## config.mk

```make
export PLATFORM = sky130hd
export DESIGN_NAME = hex_fp_shifter
export DESIGN_NICKNAME = d
export VERILOG_FILES = /design/src/rtl/hfs_pkg.sv /design/src/rtl/hfs_lane.sv /design/src/rtl/hfs_ctrl.sv /design/src/rtl/hfs_datapath.sv /design/src/rtl/hex_fp_shifter.sv
export SDC_FILE = /design/constraint.sdc
export NUM_CORES = 1
export LEC_CHECK = 0
export ABC_AREA = 1
export CAP_MARGIN = 0
export CORE_MARGIN = 2
export CORE_UTILIZATION = 26
export CTS_CLUSTER_DIAMETER = 60
export CTS_CLUSTER_SIZE = 8
export DETAILED_ROUTE_END_ITERATION = 10
export GPL_TIMING_DRIVEN = 1
export PLACE_DENSITY_LB_ADDON = 0.08
export SYNTH_ARGS = -nofsm -noshare
export SYNTH_HDL_FRONTEND = slang
export SYNTH_SLANG_ARGS = --single-unit
```

## constraint.sdc

```tcl
create_clock -name clk -period 3 [get_ports clk]
set_input_delay 0.6 -clock clk [delete_from_list [all_inputs] [get_ports clk]]
set_output_delay 0.6 -clock clk [all_outputs]
set_load 0.005 [all_outputs]
```

## src/rtl/hfs_pkg.sv

```systemverilog
package hfs_pkg;

  // strobes from the sequencer to the datapath, valid for one cycle each
  typedef struct packed {
    logic load;       // capture operand, clear flags
    logic stepLeft;   // one digit up, characteristic minus one
    logic stepRight;  // one digit down, characteristic plus one
    logic finish;     // write result, raise done
    logic markNorm;   // set cc1
    logic forceZero;  // result becomes a true zero
  } hfsCtrl_t;

  typedef enum logic {
    ST_IDLE = 1'b0,
    ST_RUN  = 1'b1
  } hfsState_t;

endpackage

```

## src/rtl/hfs_lane.sv

```systemverilog
// Unpack/pack for one word format: magnitude on entry, re-signed on exit.
module hfs_lane #(
  parameter int CHAR_W = 7,
  parameter int FRAC_W = 24
) (
  input  logic [1+CHAR_W+FRAC_W-1:0] operandIn,
  input  logic [CHAR_W-1:0]          packChar,
  input  logic [FRAC_W-1:0]          packFrac,
  input  logic                       packNeg,
  output logic                       unpSign,
  output logic [CHAR_W-1:0]          unpChar,
  output logic [FRAC_W-1:0]          unpFrac,
  output logic [1+CHAR_W+FRAC_W-1:0] packWord
);
  localparam int W = 1 + CHAR_W + FRAC_W;
  localparam logic [W-1:0] ONE_W = W'(1);

  logic [W-1:0] magWord;
  logic [W-1:0] rawWord;

  always_comb begin
    unpSign  = operandIn[W-1];
    magWord  = unpSign ? (~operandIn + ONE_W) : operandIn;
    unpChar  = magWord[W-2 -: CHAR_W];
    unpFrac  = magWord[FRAC_W-1:0];
    rawWord  = {1'b0, packChar, packFrac};
    packWord = packNeg ? (~rawWord + ONE_W) : rawWord;
  end
endmodule

```

## src/rtl/hfs_ctrl.sv

```systemverilog
// Sequencer: decides per cycle whether to step, in which direction, or stop.
module hfs_ctrl
  import hfs_pkg::*;
#(
  parameter int CNT_W = 7
) (
  input  logic             clk,
  input  logic             rstN,
  input  logic             start,
  input  logic [CNT_W-1:0] countIn,
  input  logic             fracZero,
  input  logic             fracNorm,
  input  logic             charZero,
  output hfsCtrl_t         ctl
);
  localparam logic [CNT_W-1:0] ONE_C = CNT_W'(1);

  hfsState_t        state;
  logic             goRight;
  logic             firstStep;
  logic [CNT_W-1:0] remaining;
  logic             countNeg;
  logic [CNT_W-1:0] countMag;

  always_comb begin
    countNeg = countIn[CNT_W-1];
    countMag = countNeg ? (~countIn + ONE_C) : countIn;
  end

  always_comb begin
    ctl = '0;
    unique case (state)
      ST_IDLE: ctl.load = start;
      ST_RUN: begin
        if (goRight) begin
          if (remaining == '0) ctl.finish    = 1'b1;
          else                 ctl.stepRight = 1'b1;
        end else if (fracZero) begin
          ctl.finish    = 1'b1;
          ctl.forceZero = 1'b1;
          ctl.markNorm  = 1'b1;
        end else if (fracNorm) begin
          ctl.finish   = 1'b1;
          ctl.markNorm = firstStep;
        end else if (remaining == '0) begin
          ctl.finish = 1'b1;
        end else begin
          ctl.stepLeft = 1'b1;
          ctl.finish   = charZero;  // underflow ends the run with this step
        end
      end
      default: ctl = '0;
    endcase
  end

  always_ff @(posedge clk or negedge rstN) begin
    if (!rstN) begin
      state     <= ST_IDLE;
      goRight   <= 1'b0;
      firstStep <= 1'b0;
      remaining <= '0;
    end else begin
      unique case (state)
        ST_IDLE: begin
          if (ctl.load) begin
            state     <= ST_RUN;
            goRight   <= countNeg;
            remaining <= countMag;
            firstStep <= 1'b1;
          end
        end
        ST_RUN: begin
          if (ctl.stepLeft || ctl.stepRight) begin
            remaining <= remaining - ONE_C;
            firstStep <= 1'b0;
          end
          if (ctl.finish) state <= ST_IDLE;
        end
        default: state <= ST_IDLE;
      endcase
    end
  end
endmodule

```

## src/rtl/hfs_datapath.sv

```systemverilog
// Holds sign, characteristic, fraction and flags; builds the result word.
module hfs_datapath
  import hfs_pkg::*;
#(
  parameter int CHAR_W       = 7,
  parameter int SHORT_FRAC_W = 24,
  parameter int LONG_FRAC_W  = 56,
  parameter int DIGIT_W      = 4
) (
  input  logic                                 clk,
  input  logic                                 rstN,
  input  hfsCtrl_t                             ctl,
  input  logic                                 fmtLong,
  input  logic [1+CHAR_W+LONG_FRAC_W-1:0]      operandIn,
  output logic                                 fracZero,
  output logic                                 fracNorm,
  output logic                                 charZero,
  output logic [1+CHAR_W+LONG_FRAC_W-1:0]      resultOut,
  output logic                                 cc1,
  output logic                                 cc2,
  output logic                                 done
);
  localparam int SHORT_W = 1 + CHAR_W + SHORT_FRAC_W;
  localparam int LONG_W  = 1 + CHAR_W + LONG_FRAC_W;
  localparam int PAD_F   = LONG_FRAC_W - SHORT_FRAC_W;
  localparam int PAD_W   = LONG_W - SHORT_W;
  localparam logic [LONG_FRAC_W-1:0] SHORT_MASK = {{PAD_F{1'b0}}, {SHORT_FRAC_W{1'b1}}};
  localparam logic [LONG_FRAC_W-1:0] LONG_MASK  = '1;
  localparam logic [CHAR_W-1:0]      ONE_CH     = CHAR_W'(1);

  logic                    isLong;
  logic                    signR;
  logic [CHAR_W-1:0]       charR;
  logic [LONG_FRAC_W-1:0]  fracR;
  logic                    cc1R, cc2R, doneR;
  logic [LONG_W-1:0]       resultR;

  logic                    shortSign, longSign;
  logic [CHAR_W-1:0]       shortChar, longChar;
  logic [SHORT_FRAC_W-1:0] shortFrac;
  logic [LONG_FRAC_W-1:0]  longFrac;
  logic [SHORT_W-1:0]      shortPacked;
  logic [LONG_W-1:0]       longPacked;

  logic                    selSign;
  logic [CHAR_W-1:0]       selChar;
  logic [LONG_FRAC_W-1:0]  selFrac;
  logic [CHAR_W-1:0]       nextChar;
  logic [LONG_FRAC_W-1:0]  nextFrac;
  logic [LONG_FRAC_W-1:0]  fracShl;
  logic [LONG_FRAC_W-1:0]  fracShr;

  hfs_lane #(.CHAR_W(CHAR_W), .FRAC_W(SHORT_FRAC_W)) u_shortLane (
    .operandIn (operandIn[SHORT_W-1:0]),
    .packChar  (nextChar),
    .packFrac  (nextFrac[SHORT_FRAC_W-1:0]),
    .packNeg   (signR),
    .unpSign   (shortSign),
    .unpChar   (shortChar),
    .unpFrac   (shortFrac),
    .packWord  (shortPacked)
  );

  hfs_lane #(.CHAR_W(CHAR_W), .FRAC_W(LONG_FRAC_W)) u_longLane (
    .operandIn (operandIn),
    .packChar  (nextChar),
    .packFrac  (nextFrac),
    .packNeg   (signR),
    .unpSign   (longSign),
    .unpChar   (longChar),
    .unpFrac   (longFrac),
    .packWord  (longPacked)
  );

  always_comb begin
    selSign = fmtLong ? longSign : shortSign;
    selChar = fmtLong ? longChar : shortChar;
    selFrac = fmtLong ? longFrac : {{PAD_F{1'b0}}, shortFrac};

    fracZero = (fracR == '0);
    fracNorm = isLong ? (|fracR[LONG_FRAC_W-1 -: DIGIT_W])
                      : (|fracR[SHORT_FRAC_W-1 -: DIGIT_W]);
    charZero = (charR == '0);

    fracShl = (fracR << DIGIT_W) & (isLong ? LONG_MASK : SHORT_MASK);
    fracShr = fracR >> DIGIT_W;

    nextChar = charR;
    nextFrac = fracR;
    if (ctl.stepLeft) begin
      nextChar = charR - ONE_CH;
      nextFrac = fracShl;
    end else if (ctl.stepRight) begin
      nextChar = charR + ONE_CH;
      nextFrac = fracShr;
    end
  end

  always_ff @(posedge clk or negedge rstN) begin
    if (!rstN) begin
      isLong  <= 1'b0;
      signR   <= 1'b0;
      charR   <= '0;
      fracR   <= '0;
      cc1R    <= 1'b0;
      cc2R    <= 1'b0;
      doneR   <= 1'b0;
      resultR <= '0;
    end else begin
      doneR <= ctl.finish;
      if (ctl.load) begin
        isLong <= fmtLong;
        signR  <= selSign;
        charR  <= selChar;
        fracR  <= selFrac;
        cc1R   <= 1'b0;
        cc2R   <= 1'b0;
      end else begin
        charR <= nextChar;
        fracR <= nextFrac;
        if (ctl.markNorm) cc1R <= 1'b1;
        if (ctl.stepLeft && charZero) cc2R <= 1'b1;
      end
      if (ctl.finish) begin
        if (ctl.forceZero) resultR <= '0;
        else if (isLong)   resultR <= longPacked;
        else               resultR <= {{PAD_W{1'b0}}, shortPacked};
      end
    end
  end

  assign resultOut = resultR;
  assign cc1       = cc1R;
  assign cc2       = cc2R;
  assign done      = doneR;
endmodule

```

## src/rtl/hex_fp_shifter.sv

```systemverilog
module hex_fp_shifter
  import hfs_pkg::*;
#(
  parameter int CHAR_W       = 7,
  parameter int SHORT_FRAC_W = 24,
  parameter int LONG_FRAC_W  = 56,
  parameter int DIGIT_W      = 4,
  parameter int CNT_W        = 7
) (
  input  logic                              clk,
  input  logic                              rstN,
  input  logic                              start,
  input  logic                              fmtLong,
  input  logic [1+CHAR_W+LONG_FRAC_W-1:0]   operandIn,
  input  logic [CNT_W-1:0]                  countIn,
  output logic [1+CHAR_W+LONG_FRAC_W-1:0]   resultOut,
  output logic                              cc1,
  output logic                              cc2,
  output logic                              done
);
  localparam int SHORT_W = 1 + CHAR_W + SHORT_FRAC_W;
  localparam int LONG_W  = 1 + CHAR_W + LONG_FRAC_W;

  hfsCtrl_t ctl;
  logic     fracZero, fracNorm, charZero;

  hfs_ctrl #(.CNT_W(CNT_W)) u_ctrl (
    .clk      (clk),
    .rstN     (rstN),
    .start    (start),
    .countIn  (countIn),
    .fracZero (fracZero),
    .fracNorm (fracNorm),
    .charZero (charZero),
    .ctl      (ctl)
  );

  hfs_datapath #(
    .CHAR_W       (CHAR_W),
    .SHORT_FRAC_W (SHORT_FRAC_W),
    .LONG_FRAC_W  (LONG_FRAC_W),
    .DIGIT_W      (DIGIT_W)
  ) u_datapath (
    .clk       (clk),
    .rstN      (rstN),
    .ctl       (ctl),
    .fmtLong   (fmtLong),
    .operandIn (operandIn),
    .fracZero  (fracZero),
    .fracNorm  (fracNorm),
    .charZero  (charZero),
    .resultOut (resultOut),
    .cc1       (cc1),
    .cc2       (cc2),
    .done      (done)
  );
endmodule

```

Word level (Yosys, flattened, before mapping)
Cells that the tools add are included.
{"block": "totals", "regBits": 142, "out_inout_bits": 67}
{"block": "op_classes", "addsub": 8, "n_eq_ne": 2, "mux": 46, "bitwise_logic": 7, "n_reduce_logical": 11}
{"op": "$mux 56", "n": 5}
{"op": "$mux 64", "n": 3}
{"op": "$add 64x1->64 const B", "n": 1}
{"op": "$not 63->64", "n": 1}
{"op": "$add 63x1->63 const B", "n": 1}
{"op": "$mux 63", "n": 1}
{"op": "$not 63->63", "n": 1}
{"op": "$and 56x56->56", "n": 1}
{"op": "$logic_not 56->1", "n": 1}
{"op": "$mux 7", "n": 7}
{"op": "$add 32x1->32 const B", "n": 1}
{"op": "$mux 32", "n": 1}
{"op": "$not 31->32", "n": 1}
{"op": "$add 31x1->31 const B", "n": 1}
{"op": "$mux 31", "n": 1}
{"op": "$not 31->31", "n": 1}
{"op": "$mux 1", "n": 22}
{"op": "$add 7x1->7 const B", "n": 2}
{"op": "$logic_not 7->1", "n": 2}
{"op": "$pmux 7 s2", "n": 1}
{"op": "$sub 7x1->7 const B", "n": 2}
{"op": "$reduce_or 4->1", "n": 2}
{"op": "$not 7->7", "n": 1}
{"op": "$mux 5", "n": 1}
{"op": "8 further kinds", "n": 13}

Logic depth before layout (Yosys ltp)
{"block": "depth", "word_depth": 13, "ltp_mapped": 25, "mapped_depth_nobuf": 23}

Hierarchy
Synthesis repeated with hierarchy kept, for this count alone.
{"block": "hier_totals", "cells_unflattened": 2353, "area_unflattened_um2": 14261.2}
{"mod": "hfs_datapath", "n_inst": 1, "cells_per_inst": 838, "area_per_inst_um2": 6924.1, "seq_area_each_um2": 3303.2}
{"mod": "hfs_lane (u_datapath.u_longLane)", "n_inst": 1, "cells_per_inst": 950, "area_per_inst_um2": 4479.3, "seq_area_each_um2": 0.0}
{"mod": "hfs_lane (u_datapath.u_shortLane)", "n_inst": 1, "cells_per_inst": 442, "area_per_inst_um2": 2019.4, "seq_area_each_um2": 0.0}
{"mod": "hfs_ctrl", "n_inst": 1, "cells_per_inst": 123, "area_per_inst_um2": 838.3, "seq_area_each_um2": 250.2}

Worst setup path before layout
Ideal clock, no wire load.
{"block": "synth_path", "path_type": "register to register", "start": "register u_ctrl.remaining[0]", "end": "register u_datapath.resultR[42] (netlist: u_datapath.resultOut[42])", "setup_ns": 0.117, "t_arrival_ns": 2.569, "required_ns": 2.883, "path_slack_ns": 0.315, "path_stages_with_launch": 23, "path_buffers": 2, "path_cell_list": "dfrtp_1 > inv_1 > ha_1 > inv_1 > nor3_4 > nand2_4 > nand3_4 > buf_12 > buf_12 > o21ai_2 > nand2_2 > ha_1 > nand3_2 > nor2_2 > nand2_2 > nand2_2 > nand2_4 > a21oi_4 > nand2_1 > nand2_1 > nand2_1 > nand2_1 > nand2_1"}
{"block": "synth_via", "elab_chain_cells": 12, "elab_cells_between_ends": 19}
{"element": "start: declaration", "line_no": "hfs_ctrl.sv:21", "text": "logic [CNT_W-1:0] remaining;"}
{"element": "start signal: assignment", "line_no": "hfs_ctrl.sv:68", "text": "remaining <= countMag;"}
{"element": "start signal: assignment", "line_no": "hfs_ctrl.sv:74", "text": "remaining <= remaining - ONE_C;"}
{"element": "$logic_not 7->1 *", "line_no": "hfs_ctrl.sv:36, hfs_ctrl.sv:45"}
{"element": "$mux 1", "line_no": "hfs_ctrl.sv:36, hfs_ctrl.sv:45"}
{"element": "$mux 1", "line_no": "hfs_ctrl.sv:42", "text": "end else if (fracNorm) begin"}
{"element": "$mux 1", "line_no": "hfs_ctrl.sv:38", "text": "end else if (fracZero) begin"}
{"element": "$mux 1", "line_no": "hfs_ctrl.sv:35", "text": "if (goRight) begin"}
{"element": "$mux 5 *", "line_no": "hfs_ctrl.sv:32", "text": "unique case (state)"}
{"element": "$mux 56", "line_no": "hfs_datapath.sv:90", "text": "if (ctl.stepLeft) begin"}
{"element": "$not 63->64", "line_no": "hfs_lane.sv:27", "text": "packWord = packNeg ? (~rawWord + ONE_W) : rawWord;"}
{"element": "$add 64x1->64", "line_no": "hfs_lane.sv:27"}
{"element": "$mux 64", "line_no": "hfs_lane.sv:27"}
{"element": "$mux 64", "line_no": "hfs_datapath.sv:126", "text": "else if (isLong) resultR <= longPacked;"}
{"element": "$mux 64", "line_no": "hfs_datapath.sv:125", "text": "if (ctl.forceZero) resultR <= '0;"}
{"element": "end signal: assignment", "line_no": "hfs_datapath.sv:126"}
{"element": "end signal: assignment", "line_no": "hfs_datapath.sv:127", "text": "else resultR <= {{PAD_W{1'b0}}, shortPacked};"}
{"element": "end: declaration", "line_no": "hfs_datapath.sv:36", "text": "logic [LONG_W-1:0] resultR;"}
Mark *: on every way between the ends. The rest lies on a longest branch, timed or not.
A chain may end at the register's enable or synchronous reset.

Worst setup path in the final report
{"block": "layout_path", "start": "register u_datapath.fracR[52]", "end": "register u_datapath.resultR[51] (netlist: u_datapath.resultOut[51])"}
{"block": "layout_via", "elab_chain_cells": 12, "elab_cells_between_ends": 19}
{"element": "start: declaration", "line_no": "hfs_datapath.sv:34", "text": "logic [LONG_FRAC_W-1:0] fracR;"}
{"element": "start signal: assignment", "line_no": "hfs_datapath.sv:115", "text": "fracR <= selFrac;"}
{"element": "start signal: assignment", "line_no": "hfs_datapath.sv:120", "text": "fracR <= nextFrac;"}
{"element": "$reduce_or 4->1", "line_no": "hfs_datapath.sv:81", "text": "fracNorm = isLong ? (|fracR[LONG_FRAC_W-1 -: DIGIT_W])"}
{"element": "$mux 1", "line_no": "hfs_datapath.sv:81"}
{"element": "$mux 1", "line_no": "hfs_ctrl.sv:42"}
{"element": "$mux 1", "line_no": "hfs_ctrl.sv:38"}
{"element": "$mux 1", "line_no": "hfs_ctrl.sv:35"}
{"element": "$mux 5", "line_no": "hfs_ctrl.sv:32"}
{"element": "$mux 56", "line_no": "hfs_datapath.sv:90"}
{"element": "$not 63->64", "line_no": "hfs_lane.sv:27"}
{"element": "$add 64x1->64", "line_no": "hfs_lane.sv:27"}
{"element": "$mux 64", "line_no": "hfs_lane.sv:27"}
{"element": "$mux 64", "line_no": "hfs_datapath.sv:126"}
{"element": "$mux 64", "line_no": "hfs_datapath.sv:125"}
Parallel ways exist; a longest one is shown, timed or not.

==> results.cfg <==
[run_status]
status = finished with violations
violations = setup timing

[detailed_routing]
detail_route.wl_per_cell_um = 17.6
drt_iter0_drc = 863
first_pass_iters = 7
vias = 15029
wl_mm = 56.4
ant_nets = 0
drc = 0
vias_per_cell = 4.69

[sta]
whs_ps = 123
fin_ws_ps = -14.6
hold_violations = 0
fmax_ghz = 0.332
max_slew_margin_pct = 55.4
skew_ps = 11.7
worst_slew_pin_slew_ps = 668
final-setup-viol-count = 2
rsz0062_at_grt = yes
period_share_pct = 100
slew_violations = 0
finalCriticalPeriod_ps = 3010

[final_layout]
multiInputGateArea_um2 = 8920
mostFrequentLayoutCells = nand2_1 (621), buf_4 (369), inv_1 (202)
regArea_um2 = 3560
n_fill_cell = 5134
final_common_cell = nand2_1
drive_above_1_share_pct = 30.2
nets = 2661
n_antenna_cell = 0
syn_to_final_growth_pct = 56.0

[power_and_ir_drop]
p_per_area_nw_per_um2 = 1320
power.leakage_nw = 9.54
vdd_drop_max_uv = 597

[setup_path]
cp_data_required_time_ps = 3360
crit_path_start_kind = flop
crit_fanout = 26
crit_chain = inv_2, nand2_2, nor2_4, buf_6, o21ai_4, nor2_8, buf_4, nand4_1, nand2_4, nand2_4, nor2_4, nand2_2, nor2_4, nor2_2, nor2_4, buf_6, nand4_1, nand3_1, nand2_1
critPathKind = reg -> reg
end_kind = flop
critPathSlowestCell = dfrtp_1
critPathMostFrequentCell = nor2_4
cp_slowest_stage_delay_ps = 420
cp_data_arrival_time_ps = 3370

[synthesis]
yosysSeqAreaShare_pct = 28.0
syn_nets = 2169
syn_area_per_cell_um2 = 6.08
synthArstFlopShare_pct = 100
synth-edff-count = 0
synth-warning-count = 0
synth_area_um2 = 12700
synth_top_area_share_pct = 28.0
synth_cell_types = 50
syn_inst = 2087
dominantRegCellSynth = dfrtp_1
synth.area.top_cells = dfrtp_1 (28%), nand2_1 (21%), nor2_1 (6.7%)
ys_ff_latch = 142
synth_top_area_cell = dfrtp_1

[global_routing]
grt.overflow.total = 0
grt_pass1_wl_mm = 84.7
grt_max_degree = 72
grt_use_total_pct = 22.1
antenna_found_initial = 0
grt_pass1_vias = 14379

[clocking]
clock_sinks = 142
clock_path_buffers = 2
clk_latency_ps = 460
cts_tree = built
cts.htree.levels = 4
root_buffer = clkbuf_16
numCtsBuffers = 17
clk_pin_slew_ps = 70

[die]
die_area_um2 = 50600
floorplan.initialDensity_pct = 26.5
boundaryPins = 142
fp-row-count = 80
die_h_um = 225
chipWidth_um = 225
core_um2 = 47900

[flow_run]
drv_cap = 0

[place]
dp_slack_ps = -480
dp_hpwl_mm = 44.4
finalWeightedCongestion = 0.912
portBuffers = 141

[hold_path]
holdCritPathClass = in -> async
## cells in the mapped netlist (13+ instances only)
master,number
a21oi_1,38
buf_2,17
clkbuf_1,46
dfrtp_1,142
inv_1,217
inv_2,14
nand2_1,726
nand2_2,21
nand3_1,106
nand4_1,90
nor2_1,225
nor2_2,19
nor3_1,25
nor4_1,13
o21ai_0,153
o21ai_1,41
xor2_1,57
## kinds of logic after synthesis
family / after synthesis / synth area share, %
AO/OA/AOI/OAI: 286 / 12.5
XOR/XNOR: 68 / 4.70
adder cells (fa/ha/maj): 7 / 0.691
multiplexers: 1 / 0.0789
AND/OR/NAND/NOR: 1257 / 43.0
flip-flops: 142 / 28.0
buffers and inverters: 326 / 11.0
## layer usage
layer  track usage (%)  part of all wire (%)  up-vias
met5                 0                     0        -
met4              5.06                   1.2        0
met3              2.22                   3.4       36
met2              34.2                    44      276
met1              32.8                    51     7005
li1                  -                     -     7712
## worst max-delay path: cells and delay by family, from the launching register on
kind / cells / cell delay [ps]
AO/OA/AOI/OAI: 1 / 90
buffers and inverters: 4 / 640
flip-flops: 1 / 420
AND/OR/NAND/NOR: 14 / 1740
## per-stage QoR
step                util [%]  instances  power [W]  area [um2]  setup TNS (ps)
floorplan                  -       2087     0.0120       12700               0
global placement        36.1       3112     0.0202       17300          -11020
detailed placement      36.1       3112     0.0203       17300          -11090
CTS                     38.5       3170     0.0236       18500           -72.6
global route            41.3       3207     0.0282       19800           -3300
finish                  41.3       3207     0.0262       19800           -22.8
## layout make-up
class	count	area share, %
Clock buffer	18	2.22
Clock inverter	14	0.683
Inverter	234	4.49
Multi-Input combinational cell	1621	45.1
Sequential cell	142	18.0
Tap cell	615	3.89
Timing Repair Buffer	563	25.7
## path summary, 6_finish.rpt
kind                                                 startpoint                                   end  cells after the start  slack (ps)
max reg2reg                      u_datapath.fracR[52]$_DFF_PN0_  u_datapath.resultOut[51]$_DFFE_PN0P_                     19         -10
max                              u_datapath.fracR[52]$_DFF_PN0_  u_datapath.resultOut[51]$_DFFE_PN0P_                     19         -10
max in group asynchronous                                  rstN        u_datapath.fracR[47]$_DFF_PN0_                      2        2200
min in group clk                                   operandIn[0]         u_datapath.fracR[0]$_DFF_PN0_                      3         470
min                                                        rstN   u_datapath.resultOut[1]$_DFFE_PN0P_                      1         120
min reg2reg                u_datapath.resultOut[42]$_DFFE_PN0P_  u_datapath.resultOut[42]$_DFFE_PN0P_                      2         480
## power breakdown
| group | total [W] | leakage (nW) | internal [W] | switching, W |
|---|---|---|---|---|
| sequential | 0.00347 | 1.79 | 0.00282 | 0.000643 |
| combinational | 0.0206 | 7.48 | 0.00882 | 0.0118 |
| clock | 0.00211 | 0.270 | 0.00117 | 0.000943 |
| total | 0.0262 | 9.54 | 0.0128 | 0.0134 |
## what timing repair did
action / CTS / global route
setup endpoints to repair: 43 / 72
buffers inserted: 21 / 33
resized for setup: 92 / 284
gates cloned: 5 / 6
hold buffers: 0 / 0
pin swaps: 20 / 100
endpoints found under the hold margin: 0 / 0
## sequential cells by signal (all words and copies together) (netlist names)
| register | cells |
|---|---|
| u_ctrl.remaining | 7 |
| u_ctrl.firstStep | 1 |
| u_datapath.resultOut | 64 |
| u_datapath.cc1 | 1 |
| u_datapath.fracR | 56 |
| u_datapath.signR | 1 |
| u_ctrl.goRight | 1 |
| u_datapath.isLong | 1 |
| u_datapath.cc2 | 1 |
| u_datapath.charR | 7 |
| u_datapath.done | 1 |
| u_ctrl.state | 1 |
Note: power is estimated with default switching activity, not from simulation.
